===== src/rtl/lookahead_carry_pkg.sv =====
// Package: shared constants for the lookahead carry unit.
// Assumes callers keep the group count between 2 and 8.
package lookahead_carry_pkg;
    // Number of groups served by one unit
    localparam int unsigned LCU_GROUPS = 4;
    // Width of the upward carry bus (one per group above the lowest)
    localparam int unsigned LCU_UP_W = LCU_GROUPS - 1;
endpackage


===== src/rtl/lcu_polarity_in.sv =====
// Module: lcu_polarity_in
// Converts the low-true propagate/generate inputs into true-sense vectors.
// Assumes inputs are plain levels; no registering.
module lcu_polarity_in #(
    parameter int unsigned GROUPS = 4
) (
    input  logic [GROUPS-1:0] prop_n,
    input  logic [GROUPS-1:0] gen_n,
    output logic [GROUPS-1:0] prop,
    output logic [GROUPS-1:0] gen
);
    // One inverter pair per group
    for (genvar i = 0; i < GROUPS; i++) begin : g_inv
        assign prop[i] = ~prop_n[i];
        assign gen[i]  = ~gen_n[i];
    end
endmodule


===== src/rtl/lcu_carry_net.sv =====
// Module: lcu_carry_net
// Forms the carry into each group above group 0 as a flat sum of products.
// Carry j uses only groups 0..j-1, so the top group never enters any term.
module lcu_carry_net #(
    parameter int unsigned GROUPS = 4,
    localparam int unsigned UP_W = GROUPS - 1
) (
    input  logic [GROUPS-1:0] prop,
    input  logic [GROUPS-1:0] gen,
    input  logic              cin,
    output logic [UP_W-1:0]   carry
);
    for (genvar j = 1; j < GROUPS; j++) begin : g_carry
        // Sum of products for the carry entering group j
        always_comb begin
            logic sop;
            logic term;
            term = cin;
            for (int m = 0; m < j; m++) term = term & prop[m];
            sop = term;
            for (int k = 0; k < j; k++) begin
                term = gen[k];
                for (int m = k + 1; m < j; m++) term = term & prop[m];
                sop = sop | term;
            end
            carry[j-1] = sop;
        end
    end
endmodule


===== src/rtl/lcu_block_pg.sv =====
// Module: lcu_block_pg
// Condenses all groups into one low-true propagate/generate pair for the
// next tree level. Independent of the carry input by construction.
module lcu_block_pg #(
    parameter int unsigned GROUPS = 4
) (
    input  logic [GROUPS-1:0] prop,
    input  logic [GROUPS-1:0] gen,
    output logic              blk_prop_n,
    output logic              blk_gen_n
);
    // Block propagate: every group must pass the carry
    always_comb blk_prop_n = ~(&prop);

    // Block generate: some group creates a carry that all higher groups pass
    always_comb begin
        logic sop;
        logic term;
        sop = 1'b0;
        for (int k = 0; k < GROUPS; k++) begin
            term = gen[k];
            for (int m = k + 1; m < GROUPS; m++) term = term & prop[m];
            sop = sop | term;
        end
        blk_gen_n = ~sop;
    end
endmodule


===== src/rtl/lookahead_carry_unit.sv =====
// Module: lookahead_carry_unit (top)
// Combinational carry lookahead for four groups with low-true
// propagate/generate on both sides and positive-logic carries.
// Assumes no clock or reset: outputs follow inputs directly.
module lookahead_carry_unit
    import lookahead_carry_pkg::*;
(
    input  logic [LCU_GROUPS-1:0] grp_prop_n,
    input  logic [LCU_GROUPS-1:0] grp_gen_n,
    input  logic                  carry_in,
    output logic [LCU_UP_W-1:0]   carry_up,
    output logic                  blk_prop_n,
    output logic                  blk_gen_n
);
    logic [LCU_GROUPS-1:0] prop_t;
    logic [LCU_GROUPS-1:0] gen_t;

    lcu_polarity_in #(.GROUPS(LCU_GROUPS)) u_pol (
        .prop_n (grp_prop_n),
        .gen_n  (grp_gen_n),
        .prop   (prop_t),
        .gen    (gen_t)
    );

    lcu_carry_net #(.GROUPS(LCU_GROUPS)) u_carry (
        .prop  (prop_t),
        .gen   (gen_t),
        .cin   (carry_in),
        .carry (carry_up)
    );

    lcu_block_pg #(.GROUPS(LCU_GROUPS)) u_blk (
        .prop       (prop_t),
        .gen        (gen_t),
        .blk_prop_n (blk_prop_n),
        .blk_gen_n  (blk_gen_n)
    );
endmodule


===== config.mk =====
export PLATFORM = sky130hd
export DESIGN_NAME = lookahead_carry_unit
export DESIGN_NICKNAME = d
export VERILOG_FILES = /design/src/rtl/lookahead_carry_pkg.sv /design/src/rtl/lcu_polarity_in.sv /design/src/rtl/lcu_carry_net.sv /design/src/rtl/lcu_block_pg.sv /design/src/rtl/lookahead_carry_unit.sv
export SDC_FILE = /design/constraint.sdc
export NUM_CORES = 1
export LEC_CHECK = 0
export BUFFER_PORTS_ARGS = -buffer_cell sky130_fd_sc_hd__buf_4
export CAP_MARGIN = 5
export CORE_AREA = 10 10 47 49
export DETAILED_ROUTE_END_ITERATION = 12
export DIE_AREA = 0 0 57 59
export SETUP_SLACK_MARGIN = 0.3
export SLEW_MARGIN = 10
export SYNTH_ARGS = -nofsm -noshare
export SYNTH_HDL_FRONTEND = slang
export SYNTH_SLANG_ARGS = --single-unit

===== constraint.sdc =====
create_clock -name vclk -period 0.9
set_clock_uncertainty 0.15 [all_clocks]
set_input_delay 0.09 -clock vclk [all_inputs]
set_output_delay 0.09 -clock vclk [all_outputs]
set_load 0.02 [all_outputs]

Yosys cells after proc, flatten, opt, wreduce, memory -nomap -nowiden. Index checks and enable logic that the tools add are counted.

Logic and storage cells: 29. Register bits: 0.

Reduce and logical (&&, ||, !) cells: 1. Bitwise logic cells: 28.

Operator list (count): 1-bit NOT (10); 1-bit bitwise AND (9); 1-bit OR (9); 4-bit AND reduction (1).

Logic depth before layout (Yosys ltp). Gate-level depths: netlist of run 1.

Depth in word-level cells: 8. Gate-level depth with buffers: 4.

Hierarchy. Synthesis of run 1 repeated with hierarchy kept, for this count alone.

Cells, all modules: 20. Area total of the unflattened synthesis: 111.4 um2.

By module, submodules not included: lcu_carry_net (times used 1, cells each 7, area an instance 53.8 um2); lcu_polarity_in (times used 1, cells each 8, area an instance 30.0 um2); lcu_block_pg (times used 1, cells each 5, area an instance 27.5 um2).

Worst setup path before layout of run 1. No wires, ideal clock.

Kind: input to output. From: input port grp_prop_n[3]. To: output port blk_prop_n. Path slack: -0.064 ns. Path buffers: 0. Arrival time: 0.724 ns. Stages: 1. Cell sequence: or4_1.

Cells in the longest elaborated chain, start to end: 3.

Ends and longest elaborated chain: from (decl) (line lookahead_carry_unit.sv:8) `input logic [LCU_GROUPS-1:0] grp_prop_n,`; 1-bit NOT (line lcu_polarity_in.sv:14) `assign prop[i] = ~prop_n[i];`; 4-bit AND reduction (line lcu_block_pg.sv:13) `always_comb blk_prop_n = ~(&prop);`; 1-bit NOT (line lcu_block_pg.sv:13); to (decl) (line lookahead_carry_unit.sv:12) `output logic blk_prop_n,`.

No other way between the ends.

Worst setup path after layout of run 1.
From: input port grp_prop_n[0]. To: output port blk_prop_n.

Same word-level chain as after synthesis.

==> results of run 1 <==
## layer usage
layer	global-route usage	vias to the layer above	share of wire
met4	0	0	0
met3	0.0150	0	0.13
li1	-	79	-
met2	0.0527	10	0.47
met1	0.0329	75	0.39
met5	0	-	0
## kinds of logic (layout without fill, tap and decap cells)
group / Yosys count / after routing / share of synthesized area
AND/OR/NAND/NOR: 2 / 2 / 0.134
buffers and inverters: 5 / 21 / 0.358
AO/OA/AOI/OAI: 7 / 7 / 0.507
## timing repair
action / 4_1_cts / 5_1_grt
setup endpoints to repair: 5 / 5
resized for setup: 19 / 2
pin swaps: 6 / 3
cloned: 0 / 0
buffers inserted: 0 / 0
## worst max-delay path: stages
cell   delay, ns
buf_6       0.09
or4_4       0.52
buf_6       0.15
## stage by stage
step	setup TNS, ns	area, µm²	power [mW]
after floorplan	0	116	0.0620
after global placement	-0.702	253	0.130
after detailed placement	-0.643	253	0.131
after CTS	-0.473	325	0.170
after global routing	-0.506	333	0.184
final	-0.383	333	0.171
## final cells by class
| type | count | share of cell area |
|---|---|---|
| multi-input combinational | 9 | 0.323 |
| inverter | 2 | 0.0301 |
| timing repair buffer | 19 | 0.586 |
| tap | 16 | 0.0602 |
## cell usage in the layout (no fill, tap or decap)
| master | n |
|---|---|
| o21a_1 | 2 |
| o31ai_2 | 1 |
| o21ai_4 | 2 |
| nor2_4 | 1 |
| buf_6 | 12 |
| o21ai_2 | 1 |
| buf_8 | 1 |
| a21oi_4 | 1 |
| or4_4 | 1 |
| buf_4 | 6 |
| inv_2 | 1 |
| inv_4 | 1 |
## power breakdown
group | switching, mW | total, mW | internal, mW
Combinational | 0.0715 | 0.171 | 0.0996
Sequential | 0 | 0 | 0
Clock | 0 | 0 | 0
Total | 0.0715 | 0.171 | 0.0996
## how the worst max path moves through the flow
stage	from	end	cells past startpoint
detailed placement	grp_prop_n[3]	blk_prop_n	3
CTS	grp_prop_n[0]	blk_prop_n	3
floorplan	grp_prop_n[3]	blk_prop_n	1
finish	grp_prop_n[0]	blk_prop_n	3
global placement	grp_prop_n[3]	blk_prop_n	3
global route	grp_prop_n[0]	blk_prop_n	3
==> metrics.csv, run 1 <==
metric,value,unit
Post-Syn Area,83.8,µm²
RSZ-0062 raised after global routing,true,
CP Launch Type,input pin,
DR iter-0 viols,0,
power per cell area,514,nW/µm²
post-place setup slack,-0.222,ns
Max-cap violations,0,
ANT cells,0,
crit path DAT,0.84,ns
DRC Markers,0,
Die Y,59,µm
CP Max Fanout,2,
vias per cell,3.57,
Ports,14,
nets@finish,41,
IO Port Bufs,14,
largest net degree at the start of global routing,5,
first-pass GRT wire length,883,µm
LEAKAGE,0.140,nW
largest cells by area after synthesis,"buf_4, o21ai_0, o21a_1",
# fillers,162,
Synth top cells by count,"buf_4, o21ai_0, inv_1, o21a_1",
core area,1400,µm²
largest area contributor in the netlist,buf_4,
"IR drop worst, VDD",0.139,mV
GRT Total Usage,0.0297,
# rows,14,
Synth Area per Inst,5.99,µm²
number of global-route vias before repair,202,
Die Wd,57,µm
"Hold-fix buffers, CTS",0,
CP Capture Type,primary output,
multi-input logic area,108,µm²
Synth top area share,0.269,
min setup slack post-route,-0.185,ns
initial cell density of the core,0.0598,
fin cells,46,
Tightest Pin Transition,0.178,ns
Final ANT Viol Nets,0,
Final HPWL DP,418,µm
hold path start,grp_gen_n[1],
share of cells above drive strength 1,0.933,
Slew Limit Fails,0,
WS Path Type,in2out,
# clk buffers,0,
Wirelength per Cell,10.2,µm
post-synthesis sequential area ratio,0,
Fmax achieved,922,MHz
FFs & Latches,0,
failing checks,setup timing,
Sequential Area,0,µm²
RePlAce Congestion,0.556,
run status,"finished, violations left",
Hold Crit Class,in2out,
Yosys cell types,8,
die area,3360,µm²
Syn Inst Count,14,
"Hold Violations, Final",0,
final WL,467,µm
placed cells,46,
WHS Endpoint,carry_up[1],
area delta synth->final,297,%
post-layout minimum cycle time,1.08,ns
initial antenna violation count,0,
drt first pass iters,1,
via count,164,
Crit path required time,0.66,ns
final setup vio count,4,
ratio of final minimum period to clock period,1.21,
Syn Nets,23,
worst hold slack,0.298,ns
total congestion overflow,0,
fin util,0.238,
Hold Path Cell Cnt,3,
Yosys warning total,0,
max_slew headroom,0.880,
(Power assumes the default switching activity.)
==> run 2, diff against run 1 <==
--- a/config.mk
+++ b/config.mk
@@ -10,7 +10,7 @@
 export CORE_AREA = 10 10 47 49
 export DETAILED_ROUTE_END_ITERATION = 12
 export DIE_AREA = 0 0 57 59
-export SETUP_SLACK_MARGIN = 0.3
+export SETUP_SLACK_MARGIN = 0.1
 export SLEW_MARGIN = 10
 export SYNTH_ARGS = -nofsm -noshare
 export SYNTH_HDL_FRONTEND = slang
==> run 2 against run 1 <==
Effect of this change: the run still ends with setup timing left; die area stayed put; via count is 1.2% lower; non-clock buffer count is 1 lower; highest routed layer unchanged; critical path type unchanged; critical path depth stayed put; hold slack better by 0.014 ns; setup slack worse by 0.0097 ns; core utilization is 2.0 points lower; final area is 8.3% lower; flip-flop and latch count stayed put.
==> metrics.csv, run 2 (synthesis results as in run 1) <==
metric,value,unit
nets@finish,40,
CP Capture Type,primary output,
"most common cell after layout, fill and taps aside",buf_6,
placed cells,44,
via count,162,
"most used cell, CP",buf_6,
Die Wd,57,µm
largest net degree at the start of global routing,4,
Reg power frac,0,
CP Launch Type,input pin,
die area,3360,µm²
final setup vio count,4,
critical-path cell list,"buf_6, or4_4, buf_6",
Net Sw Frac,0.424,
CP Max Fanout,3,
RePlAce Congestion,0.684,
Crit path required time,0.66,ns
most frequent cells in the layout,"buf_6, buf_4, inv_2",
CP bufs+invs,2,
Top Family by Delay on Critical Path,simple AND/OR/NAND/NOR gates,
ANT cells,0,
Final HPWL DP,424,µm
Comb power frac,1.000,
"Hold Violations, Final",0,
FFs & Latches,0,
Wirelength per Cell,12.8,µm
internal power,0.0941,mW
crit path DAT,0.85,ns
DR iter-0 viols,0,
power per cell area,535,nW/µm²
# clk buffers,0,
RSZ-0062 raised after global routing,true,
fin cells,45,
first-pass GRT wire length,745,µm
design area,305,µm²
drt first pass iters,1,
worst hold slack,0.311,ns
Max-cap violations,0,
crit path capture,blk_prop_n,
ratio of final minimum period to clock period,1.22,
WS Path Type,in2out,
run status,"finished, violations left",
"IR drop worst, VDD",0.0713,mV
IO Port Bufs,14,
final WL,577,µm
min setup slack post-route,-0.195,ns
Ports,14,
dpl cell area,213,µm²
Critical-path top delay cell,or4_4,
Clk pwr share,0,
LEAKAGE,0.131,nW
"Hold-fix buffers, CTS",0,
Sequential Area,0,µm²
# rows,14,
Fmax achieved,914,MHz
share of cells above drive strength 1,0.897,
core area,1400,µm²
DRC Markers,0,
Tightest Pin Transition,0.188,ns
initial cell density of the core,0.0598,
area delta synth->final,264,%
GRT Total Usage,0.0251,
Slew Limit Fails,0,
vias per cell,3.60,
Hold Crit Class,in2out,
initial antenna violation count,0,
Final ANT Viol Nets,0,
failing checks,setup timing,
CP max stage delay,0.52,ns
max_slew headroom,0.875,
Die Y,59,µm
Crit path depth,3,
crit path launch,grp_prop_n[2],
post-layout minimum cycle time,1.09,ns
fin util,0.218,
Sw Pwr,0.0692,mW
number of global-route vias before repair,176,
total congestion overflow,0,
==> run 2: layout make-up <==
cell class                      instances  area (µm²)
Fill cell                             160        1100
Timing Repair Buffer                   18         180
Multi-Input combinational cell          9        97.6
Tap cell                               16        20.0
Inverter                                2        7.51
==> run 2: timing repair <==
action / 4_1_cts / 5_1_grt
resized for setup: 13 / 10
pin swaps: 5 / 4
setup buffers: 1 / 0
endpoints found under the setup margin: 5 / 5
==> run 2: metrics by stage <==
step	setup TNS (ns)	setup WS [ns]	total power, mW
floorplan	0	0.00864	0.0493
global placement	-0.579	-0.224	0.107
detailed placement	-0.599	-0.235	0.109
CTS	-0.430	-0.197	0.133
global route	-0.508	-0.207	0.175
finish	-0.401	-0.195	0.163
==> run 2: worst min-delay path, cell delays in order <==
cell and delay (ns):
buf_4 0.11, o21ai_2 0.05, buf_6 0.12
==> run 2: how the worst min path moves through the flow <==
stage	startpoint	end	slack, ns	cells past startpoint
after detailed placement	grp_gen_n[1]	carry_up[1]	0.32	3
after global placement	grp_gen_n[1]	carry_up[1]	0.32	3
after CTS	grp_gen_n[1]	carry_up[1]	0.30	3
final	grp_gen_n[1]	carry_up[1]	0.31	3
after floorplan	grp_prop_n[2]	blk_prop_n	0.15	1
after global routing	grp_gen_n[1]	carry_up[1]	0.33	3
==> run 2: power by group through the flow <==
stage               clock, mW  sequential [mW]  combinational (mW)
finish                      0                0               0.163
global placement            0                0               0.107
global route                0                0               0.175
CTS                         0                0               0.133
floorplan                   0                0              0.0493
detailed placement          0                0               0.109
==> run 2: routing by layer <==
| layer | share of wire | vias to the layer above | global-route usage |
|---|---|---|---|
| met5 | 0 | - | 0 |
| met4 | 0 | 0 | 0 |
| met3 | 0.13 | 0 | 0.0107 |
| met2 | 0.59 | 10 | 0.0481 |
| met1 | 0.28 | 75 | 0.0263 |
| li1 | - | 77 | - |
